$ cat src/rtl/ctr_timer_pkg.sv
package ctr_timer_pkg;
  localparam int DEF_BYTE_W = 8;
  localparam int DEF_DIV_W  = 4;

  typedef enum logic [2:0] {
    SRC_EXT, SRC_EXT16, SRC_TXA, SRC_TXB, SRC_XTAL, SRC_XTAL16
  } src_t;

  // Mode bit 2 picks the square-wave timer
  function automatic logic is_timer(input logic [2:0] mode);
    return mode[2];
  endfunction

  // Tick source for each of the eight mode codes
  function automatic src_t decode_src(input logic [2:0] mode);
    case (mode)
      3'b000:  return SRC_EXT;
      3'b001:  return SRC_TXA;
      3'b010:  return SRC_TXB;
      3'b011:  return SRC_XTAL16;
      3'b100:  return SRC_EXT;
      3'b101:  return SRC_EXT16;
      3'b110:  return SRC_XTAL;
      default: return SRC_XTAL16;
    endcase
  endfunction
endpackage

$ cat src/rtl/ctr_edge_sync.sv
module ctr_edge_sync #(
  parameter int STAGES = 2
) (
  input  logic clk,
  input  logic rst_n,
  input  logic din,
  output logic pulse
);
  logic [STAGES-1:0] chain;
  logic              last;

  always_ff @(posedge clk) begin
    if (!rst_n) begin
      chain <= '0;
      last  <= 1'b0;
    end else begin
      chain <= {chain[STAGES-2:0], din};
      last  <= chain[STAGES-1];
    end
  end

  assign pulse = chain[STAGES-1] & ~last;

  AST_EDGE_ONE_CYCLE: assert property (@(posedge clk) disable iff (!rst_n)
    pulse |=> !pulse);
endmodule

$ cat src/rtl/ctr_prescale.sv
module ctr_prescale #(
  parameter int DIV_W = 4
) (
  input  logic clk,
  input  logic rst_n,
  input  logic src_tick,
  output logic div_tick
);
  logic [DIV_W-1:0] cnt;

  always_ff @(posedge clk) begin
    if (!rst_n)        cnt <= '0;
    else if (src_tick) cnt <= cnt + 1'b1;
  end

  assign div_tick = src_tick && (cnt == {DIV_W{1'b1}});

  AST_DIV_WRAPS: assert property (@(posedge clk) disable iff (!rst_n)
    div_tick |=> (cnt == '0));
endmodule

$ cat src/rtl/ctr_clk_select.sv
module ctr_clk_select
  import ctr_timer_pkg::*;
#(
  parameter int DIV_W = DEF_DIV_W
) (
  input  logic       clk,
  input  logic       rst_n,
  input  logic [2:0] mode,
  input  logic       ext_tick,
  input  logic       txa_tick,
  input  logic       txb_tick,
  input  logic       xtal_tick,
  output logic       tick
);
  logic ext_div, xtal_div;
  src_t src;

  ctr_prescale #(.DIV_W(DIV_W)) u_ext_div (
    .clk(clk), .rst_n(rst_n), .src_tick(ext_tick), .div_tick(ext_div));
  ctr_prescale #(.DIV_W(DIV_W)) u_xtal_div (
    .clk(clk), .rst_n(rst_n), .src_tick(xtal_tick), .div_tick(xtal_div));

  assign src = decode_src(mode);

  always_comb begin
    case (src)
      SRC_EXT:    tick = ext_tick;
      SRC_EXT16:  tick = ext_div;
      SRC_TXA:    tick = txa_tick;
      SRC_TXB:    tick = txb_tick;
      SRC_XTAL:   tick = xtal_tick;
      SRC_XTAL16: tick = xtal_div;
      default:    tick = 1'b0;
    endcase
  end

  AST_DIV_SOURCE_GATED: assert property (@(posedge clk) disable iff (!rst_n)
    (tick && src == SRC_XTAL16) |-> xtal_tick);
endmodule

$ cat src/rtl/ctr_core.sv
module ctr_core #(
  parameter int CNT_W = 16
) (
  input  logic             clk,
  input  logic             rst_n,
  input  logic             timer_mode,
  input  logic             tick,
  input  logic             start,
  input  logic             stop,
  input  logic [CNT_W-1:0] preset,
  output logic [CNT_W-1:0] count,
  output logic             ready,
  output logic             wave,
  output logic             running
);
  logic zero_hit;
  logic set_ready;
  logic counting;

  assign counting  = timer_mode || running;
  assign zero_hit  = tick && counting && !start && (count <= CNT_W'(1));
  assign set_ready = zero_hit && (!timer_mode || wave);

  always_ff @(posedge clk) begin
    if (!rst_n) begin
      count   <= '0;
      wave    <= 1'b0;
      running <= 1'b0;
    end else begin
      if (start) begin
        count   <= preset;
        wave    <= 1'b0;
        running <= !timer_mode;
      end else if (zero_hit) begin
        if (timer_mode) begin
          count <= preset;
          wave  <= ~wave;
        end else begin
          count   <= '0;
          running <= 1'b0;
        end
      end else begin
        if (tick && counting) count <= count - 1'b1;
        if (stop && !timer_mode) running <= 1'b0;
      end
    end
  end

  always_ff @(posedge clk) begin
    if (!rst_n)         ready <= 1'b0;
    else if (set_ready) ready <= 1'b1;
    else if (stop)      ready <= 1'b0;
  end

  AST_READY_FROM_ZERO: assert property (@(posedge clk) disable iff (!rst_n)
    $rose(ready) |-> $past(zero_hit));
  AST_STOP_CLEARS: assert property (@(posedge clk) disable iff (!rst_n)
    (stop && !zero_hit) |=> !ready);
  AST_IDLE_HOLDS: assert property (@(posedge clk) disable iff (!rst_n)
    (!timer_mode && !running && !start) |=> $stable(count));
  AST_WAVE_TOGGLES: assert property (@(posedge clk) disable iff (!rst_n)
    (timer_mode && zero_hit) |=> (wave != $past(wave)));
  AST_TIMER_KEEPS_RUN: assert property (@(posedge clk) disable iff (!rst_n)
    (timer_mode && stop && !start && tick && !zero_hit) |=> (count == $past(count) - 1'b1));
endmodule

$ cat src/rtl/ctr_timer.sv
module ctr_timer
  import ctr_timer_pkg::*;
#(
  parameter int BYTE_W = DEF_BYTE_W,
  parameter int DIV_W  = DEF_DIV_W,
  parameter int SYNC_N = 2
) (
  input  logic                clk,
  input  logic                rst_n,
  input  logic [2:0]          mode_sel,
  input  logic [BYTE_W-1:0]   preset_hi,
  input  logic [BYTE_W-1:0]   preset_lo,
  input  logic                start_cmd,
  input  logic                stop_cmd,
  input  logic                ext_pin,
  input  logic                txa_clk,
  input  logic                txb_clk,
  input  logic                xtal_en,
  output logic [2*BYTE_W-1:0] count_val,
  output logic                ready,
  output logic                wave_out,
  output logic                active
);
  localparam int CNT_W = 2 * BYTE_W;

  logic [2:0] pin_vec;
  logic [2:0] pin_tick;
  logic       tick;
  logic       running;
  logic       timer_mode;

  assign pin_vec    = {txb_clk, txa_clk, ext_pin};
  assign timer_mode = is_timer(mode_sel);

  for (genvar i = 0; i < 3; i++) begin : g_sync
    ctr_edge_sync #(.STAGES(SYNC_N)) u_sync (
      .clk(clk), .rst_n(rst_n), .din(pin_vec[i]), .pulse(pin_tick[i]));
  end

  ctr_clk_select #(.DIV_W(DIV_W)) u_sel (
    .clk(clk), .rst_n(rst_n), .mode(mode_sel),
    .ext_tick(pin_tick[0]), .txa_tick(pin_tick[1]), .txb_tick(pin_tick[2]),
    .xtal_tick(xtal_en), .tick(tick));

  ctr_core #(.CNT_W(CNT_W)) u_core (
    .clk(clk), .rst_n(rst_n), .timer_mode(timer_mode), .tick(tick),
    .start(start_cmd), .stop(stop_cmd), .preset({preset_hi, preset_lo}),
    .count(count_val), .ready(ready), .wave(wave_out), .running(running));

  assign active = timer_mode || running;

  AST_TIMER_ACTIVE: assert property (@(posedge clk) disable iff (!rst_n)
    mode_sel[2] |-> active);
endmodule

$ cat config.mk
export PLATFORM = sky130hd
export DESIGN_NAME = ctr_timer
export DESIGN_NICKNAME = d
export VERILOG_FILES = /design/src/rtl/ctr_timer_pkg.sv /design/src/rtl/ctr_edge_sync.sv /design/src/rtl/ctr_prescale.sv /design/src/rtl/ctr_clk_select.sv /design/src/rtl/ctr_core.sv /design/src/rtl/ctr_timer.sv
export SDC_FILE = /design/constraint.sdc
export NUM_CORES = 1
export LEC_CHECK = 0
export ABC_CLOCK_PERIOD_IN_PS = 5300
export BUFFER_PORTS_ARGS = -buffer_cell sky130_fd_sc_hd__buf_2
export CORE_UTILIZATION = 35
export CTS_BUF_LIST = sky130_fd_sc_hd__clkbuf_2
export DETAILED_ROUTE_END_ITERATION = 10
export PLACE_DENSITY = 0.54
export SYNTH_ARGS = -nofsm -noshare
export SYNTH_HDL_FRONTEND = slang
export SYNTH_HIERARCHICAL = 1
export SYNTH_SLANG_ARGS = --single-unit
$ cat constraint.sdc
create_clock -name clk -period 5.3 [get_ports clk]
set_clock_uncertainty 0.1 [all_clocks]
set_input_delay 0.795 -clock clk [delete_from_list [all_inputs] [get_ports clk]]
set_output_delay 0.795 -clock clk [all_outputs]
set_load 0.01 [all_outputs]
==> results of run 1 <==
## sequential cells by signal (all words and copies together), names as in the netlist
name	cells
u_sel/u_ext_div/cnt	4
u_sel/u_xtal_div/cnt	4
g_sync.u_sync/last	3
u_core/count	16
u_core/ready	1
u_core/running	1
u_core/wave	1
g_sync.u_sync/chain	6
## critical path, delay by kind of cell, from the launching register on
| family | cells | cell delay, ps |
|---|---|---|
| AO/OA/AOI/OAI | 4 | 1000 |
| flip-flops | 1 | 420 |
| adder cells (fa/ha/maj) | 1 | 200 |
| AND/OR/NAND/NOR | 5 | 1110 |
## final cells by class
cell class	count	share of cell area [%]
Multi-Input combinational cell	166	51.8
Inverter	6	0.989
Clock buffer	6	1.32
Tap cell	70	3.85
Clock inverter	2	0.495
Timing Repair Buffer	45	9.89
Sequential cell	36	31.6
## power breakdown
part / leakage [nW] / internal (mW) / switching [mW] / total (mW)
Clock: 0.0266 / 0.0330 / 0.101 / 0.134
Sequential: 0.295 / 0.289 / 0.0271 / 0.316
Combinational: 0.702 / 0.0770 / 0.101 / 0.178
## synth_stat cells (all sizes together) (2+ instances only)
cell,n,area [sq um]
ha,4,50.1
inv,6,22.5
nand3b,2,15.0
o21ai,14,73.8
a22o,7,63.8
clkbuf,3,21.3
a22oi,10,75.1
or2b,3,26.3
o31ai,2,28.8
nor2b,4,47.6
xor2,8,70.1
mux2i,4,40.0
nand4,5,58.8
and2,9,56.3
nand2b,4,25.0
nor2,21,78.8
dfxtp,36,721
nand3,5,25.0
nor3,7,46.3
a21oi,4,20.0
or3,2,12.5
nor4,5,46.3
and4,2,20.0
buf,4,28.8
a21o,2,16.3
a21bo,2,20.0
o311a,2,20.0
nand2,15,56.3
o311ai,2,17.5
xnor2,7,61.3
## kinds of logic (layout without fill, tap and decap cells)
| group | after synthesis | after routing | synth area share (%) |
|---|---|---|---|
| muxes | 4 | 4 | 2.03 |
| buffers and inverters | 13 | 59 | 3.68 |
| DFF | 36 | 36 | 36.5 |
| xor gates and xnor gates | 15 | 15 | 6.66 |
| and+or+nand+nor | 89 | 89 | 27.9 |
| adders and majority gates | 4 | 4 | 2.54 |
| AOI/OAI and AO/OA | 54 | 54 | 20.7 |
## layer usage
layer	routed length, um	vias to the layer above	global-route usage (%)
li1	-	875	-
met1	2480	768	24.1
met2	1900	40	24.1
met3	199	5	3.81
met4	63	0	5.66
met5	0	-	0
## stage by stage
stage / power [mW] / area [sq um] / instances / setup slack (ps) / utilization (%)
global route: 0.669 / 2280 / 331 / 2170 / 43.2
detailed placement: 0.498 / 2240 / 323 / 2030 / 42.4
finish: 0.627 / 2280 / 331 / 2400 / 43.2
global placement: 0.498 / 2240 / 323 / 2080 / 42.4
floorplan: 0.450 / 1970 / 215 / 2440 / -
CTS: 0.634 / 2280 / 331 / 2380 / 43.2
## worst max path at each step
stage / start / end / slack (ps) / cells after the start
after floorplan: xtal_en / u_core/count[4] / 2440 / 9
after detailed placement: xtal_en / u_core/count[6] / 2030 / 10
after CTS: u_sel/u_xtal_div/cnt[0] / u_core/count[4] / 2380 / 10
after global placement: xtal_en / u_core/count[6] / 2080 / 10
final: u_sel/u_xtal_div/cnt[0] / u_core/count[4] / 2400 / 10
after global routing: u_sel/u_xtal_div/cnt[0] / u_core/count[6] / 2170 / 10
==> flow_metrics.tcl, run 1 <==
set metrics [dict create \
    status "finished, final reports clean" \
    holdCritPathClass "reg2reg" \
    cp-start-kind "register" \
    initial_core_util_pct 37.4 \
    synth.net_count 246 \
    core_sq_um 5270 \
    area_delta_synth_final_pct 15.4 \
    critPathArrivalTime_ps 3110 \
    grt_overflow 0 \
    ys_seq_area_share_pct 36.5 \
    r2r-end "u_core/count[4]" \
    fillers 571 \
    postSynthAreaPerCell_sq_um 9.18 \
    rr_startpoint "u_sel/u_xtal_div/cnt[0]" \
    clk_path_buf_depth 2 \
    drcViolationCount 0 \
    die_h_um 77.1 \
    synth_ff_type "dfxtp_1" \
    r2r_slack_ps 2400 \
    grt_use_total_pct 16.7 \
    die_x_um 77.1 \
    grt_pass1_wl_mm 7.88 \
    min_from "g_sync[1].u_sync/chain[0]" \
    critPathMaxFanout 8 \
    cpMaxStageDelayCell "dfxtp_1" \
    setup_tns_ps 0 \
    io_buffers 45 \
    hold_viol 0 \
    antennaDiodeCount 0 \
    top_level_ports 46 \
    std_cell_rows 26 \
    synth_area_sq_um 1970 \
    die-area_sq_um 5940 \
    rsz0062_at_grt "false" \
    post_cts_resize_count 0 \
    min_path_cells 1 \
    fmax_mhz 345 \
    place_hpwl_mm 3.25 \
    fin_nets 291 \
    crit_chain "ha_1 -> and4_2 -> nand2b_1 -> o311ai_0 -> a22oi_1 -> o21a_1 -> or2b_2 -> nor3_4 -> nor2_1 -> o311a_1" \
    most-common-layout-cells "45 x buf_2, 36 x dfxtp_1, 21 x nor2_1" \
    root_buffer "clkbuf_2" \
    cpPeakStageDelay_ps 420 \
    vias 1688 \
    h-tree-depth 2 \
    grt_pass1_vias 1594 \
    antenna_found_initial 0 \
    vdd_drop_max_uv 95.7 \
    cts_sinks 36 \
    ff_latch_area_sq_um 721 \
    drv_cap 0 \
    ys_ff_latch 36 \
    gp_congestion 0.749 \
    whs_endpoint "g_sync[1].u_sync/chain[1]" \
    routed_wl_mm 4.64 \
    drive_gt1_share_pct 28.0 \
    final_common_cell "buf_2" \
    synth-edff-count 0 \
    worstSkewPairLatency_ps 390 \
    required_ps 5510 \
    p_per_area_nw_per_um2 276 \
    cts_made_buffers 5 \
    multiInputGateArea_sq_um 1180 \
    cts_setup_buffers 0 \
    crit_type "reg2reg" \
    avgViaCountPerCell 5.10 \
    cts_tree "done" \
    worst_pin_slew_ps 655 \
    yosys_warnings 6 \
    leakage_nw 1.02 \
    holdWs_ps 352 \
    clkTransAtPathRegs_ps 200 \
    cp-end-kind "register" \
    relSlewSlack_pct 56.2 \
    finalCriticalPeriod_ps 2900 \
    finalCritPeriodShare_pct 54.8 \
    antenna_left 0 \
    synthCells 215 \
    reg2reg_depth 10 \
    cts_hold_buf 0 \
    dr.pass1.iters 4 \
    synth-async-reset-ratio_pct 0 \
    wire_per_inst_um 14.0 \
    drtIter0Drc 75 \
    synth_cell_types 56 \
    grt_start_max_net_pins 28 \
    setup_viol 0 \
    drv_slew 0 \
]
Note: power is estimated with default switching activity, not from simulation.
==> run 2: changes to the inputs <==
- ABC_CLOCK_PERIOD_IN_PS: 5300 -> 2510
- PLACE_DENSITY: 0.54 -> 0.56
- clock period: 5.3 -> 2.51 ns (I/O delays scaled with it)
==> run 2 against run 1 <==
Effect of this change: sequential cell count did not move; worst setup slack worse by 2300 ps; cell count grew 7.3%; fmax rose by 19%; total power up 130%; hold slack got worse by 270 ps; critical path depth unchanged; clock power rose to 2.7 times the previous value; core utilization rose by 4.8 points; critical path type unchanged; critical endpoint unchanged.
==> flow_metrics.tcl, run 2 (synthesis gave the netlist of run 1 again) <==
set metrics [dict create \
    h-tree-depth 2 \
    fillers 563 \
    dpl.cell_count 346 \
    relSlewSlack_pct 70.4 \
    p_per_area_nw_per_um2 581 \
    antenna_found_initial 0 \
    grt_pass1_wl_mm 7.90 \
    grt_start_max_net_pins 16 \
    dr.pass1.iters 4 \
    r2r_slack_ps 60 \
    critPathMaxFanout 5 \
    wire_per_inst_um 13.3 \
    critPathArrivalTime_ps 2630 \
    initial_core_util_pct 37.4 \
    finalCritPeriodShare_pct 97.5 \
    drive_gt1_share_pct 36.1 \
    fin_nets 315 \
    final_common_cell "buf_2" \
    ff_latch_area_sq_um 724 \
    cpMaxStageDelayCell "dfxtp_2" \
    placed_cell_area_sq_um 2420 \
    drv_cap 0 \
    multiInputGateArea_sq_um 1230 \
    post-place-ws_ps 48.8 \
    grt_pass1_vias 1721 \
    antenna_left 0 \
    hold_viol 0 \
    std_cell_rows 26 \
    holdCritPathClass "in2reg" \
    io_buffers 45 \
    core_sq_um 5270 \
    area_delta_synth_final_pct 28.2 \
    cpPeakStageDelay_ps 400 \
    worst_pin_slew_ps 440 \
    finalCriticalPeriod_ps 2450 \
    vdd_drop_max_uv 238 \
    routed_wl_mm 4.71 \
    antennaDiodeCount 0 \
    cts_made_buffers 5 \
    avgViaCountPerCell 5.05 \
    p_total_mw 1.47 \
    die-area_sq_um 5940 \
    drtIter0Drc 100 \
    layout.cells.non_filler 355 \
    fin_ws_ps 61.9 \
    rsz0062_at_grt "true" \
    die_h_um 77.1 \
    worstSkewPairLatency_ps 390 \
    gp_congestion 0.786 \
    drcViolationCount 0 \
    leakage_nw 1.16 \
    clkTransAtPathRegs_ps 180 \
    final_area_sq_um 2530 \
    cp-start-kind "register" \
    required_ps 2700 \
    setup_viol 0 \
    largest_register_ffs 16 \
    root_buffer "clkbuf_2" \
    drv_slew 0 \
    die_x_um 77.1 \
    cp-end-kind "register" \
    cts_tree "done" \
    regMostFlops "u_core/count" \
    grt_overflow 0 \
    place_hpwl_mm 3.48 \
    crit_chain "ha_4 -> and4_4 -> nand2b_4 -> o311ai_4 -> a22oi_2 -> o21a_1 -> or2b_4 -> nor3_4 -> nor2_1 -> o311a_1" \
    status "finished, final reports clean" \
    cts_sinks 36 \
    grt_use_total_pct 16.9 \
    clk_path_buf_depth 2 \
    top_level_ports 46 \
    cts_hold_buf 0 \
    largestRegisters "u_core/count (16), g_sync.u_sync/chain (6)" \
    vias 1792 \
    fmax_mhz 408 \
    crit_type "reg2reg" \
    most-common-layout-cells "45 x buf_2, 33 x dfxtp_1, 24 x buf_4" \
]
-- run 2: critical path, delay by kind of cell (launching register included) --
kind | cells | cell delay (ps)
AND/OR/NAND/NOR | 5 | 870
adder cells (fa/ha/maj) | 1 | 140
AO/OA/AOI/OAI | 4 | 840
flip-flops | 1 | 400
-- run 2: stage by stage --
| step | hold slack [ps] | setup TNS [ps] | util, % |
|---|---|---|---|
| after global placement | 310 | 0 | 45.9 |
| after detailed placement | 311 | 0 | 45.9 |
| final | 81.6 | 0 | 48.0 |
| after floorplan | 306 | 0 | - |
| after CTS | 48.4 | 0 | 47.1 |
| after global routing | 45.0 | -134 | 48.0 |
-- run 2: area by class of cell --
class / instances / area share (%)
Multi-Input combinational cell: 166 / 48.5
Sequential cell: 36 / 28.6
Timing Repair Buffer: 69 / 16.0
Tap cell: 70 / 3.46
Clock inverter: 3 / 1.48
Clock buffer: 5 / 0.990
Inverter: 6 / 0.891
-- run 2: worst paths after layout --
kind,end,cells after the start,from
max reg2reg,u_core/count[4],10,u_sel/u_xtal_div/cnt[0]
max,u_core/count[4],10,u_sel/u_xtal_div/cnt[0]
min reg2reg,g_sync[2].u_sync/chain[1],1,g_sync[2].u_sync/chain[0]
min,g_sync[2].u_sync/chain[0],2,txb_clk
-- run 2: power breakdown --
part	leakage, nW	internal [mW]	switching [mW]	total (mW)
clock	0.0380	0.163	0.199	0.361
sequential	0.297	0.611	0.0469	0.657
combinational	0.826	0.210	0.240	0.450
total	1.16	0.983	0.486	1.47
-- run 2: metal layers --
| layer | share of wire [%] | track usage [%] | wire, um | vias up |
|---|---|---|---|---|
| li1 | - | - | - | 918 |
| met1 | 51 | 23.3 | 2400 | 830 |
| met2 | 43 | 25.7 | 2050 | 42 |
| met3 | 5.0 | 4.17 | 234 | 2 |
| met4 | 0.49 | 5.09 | 23 | 0 |
| met5 | 0 | 0 | 0 | - |
-- run 2: timing repair --
action,in CTS,in global routing
setup buffers,0,1
gates resized for setup,0,6
setup endpoints to repair,0,6
hold endpoints to repair,0,0
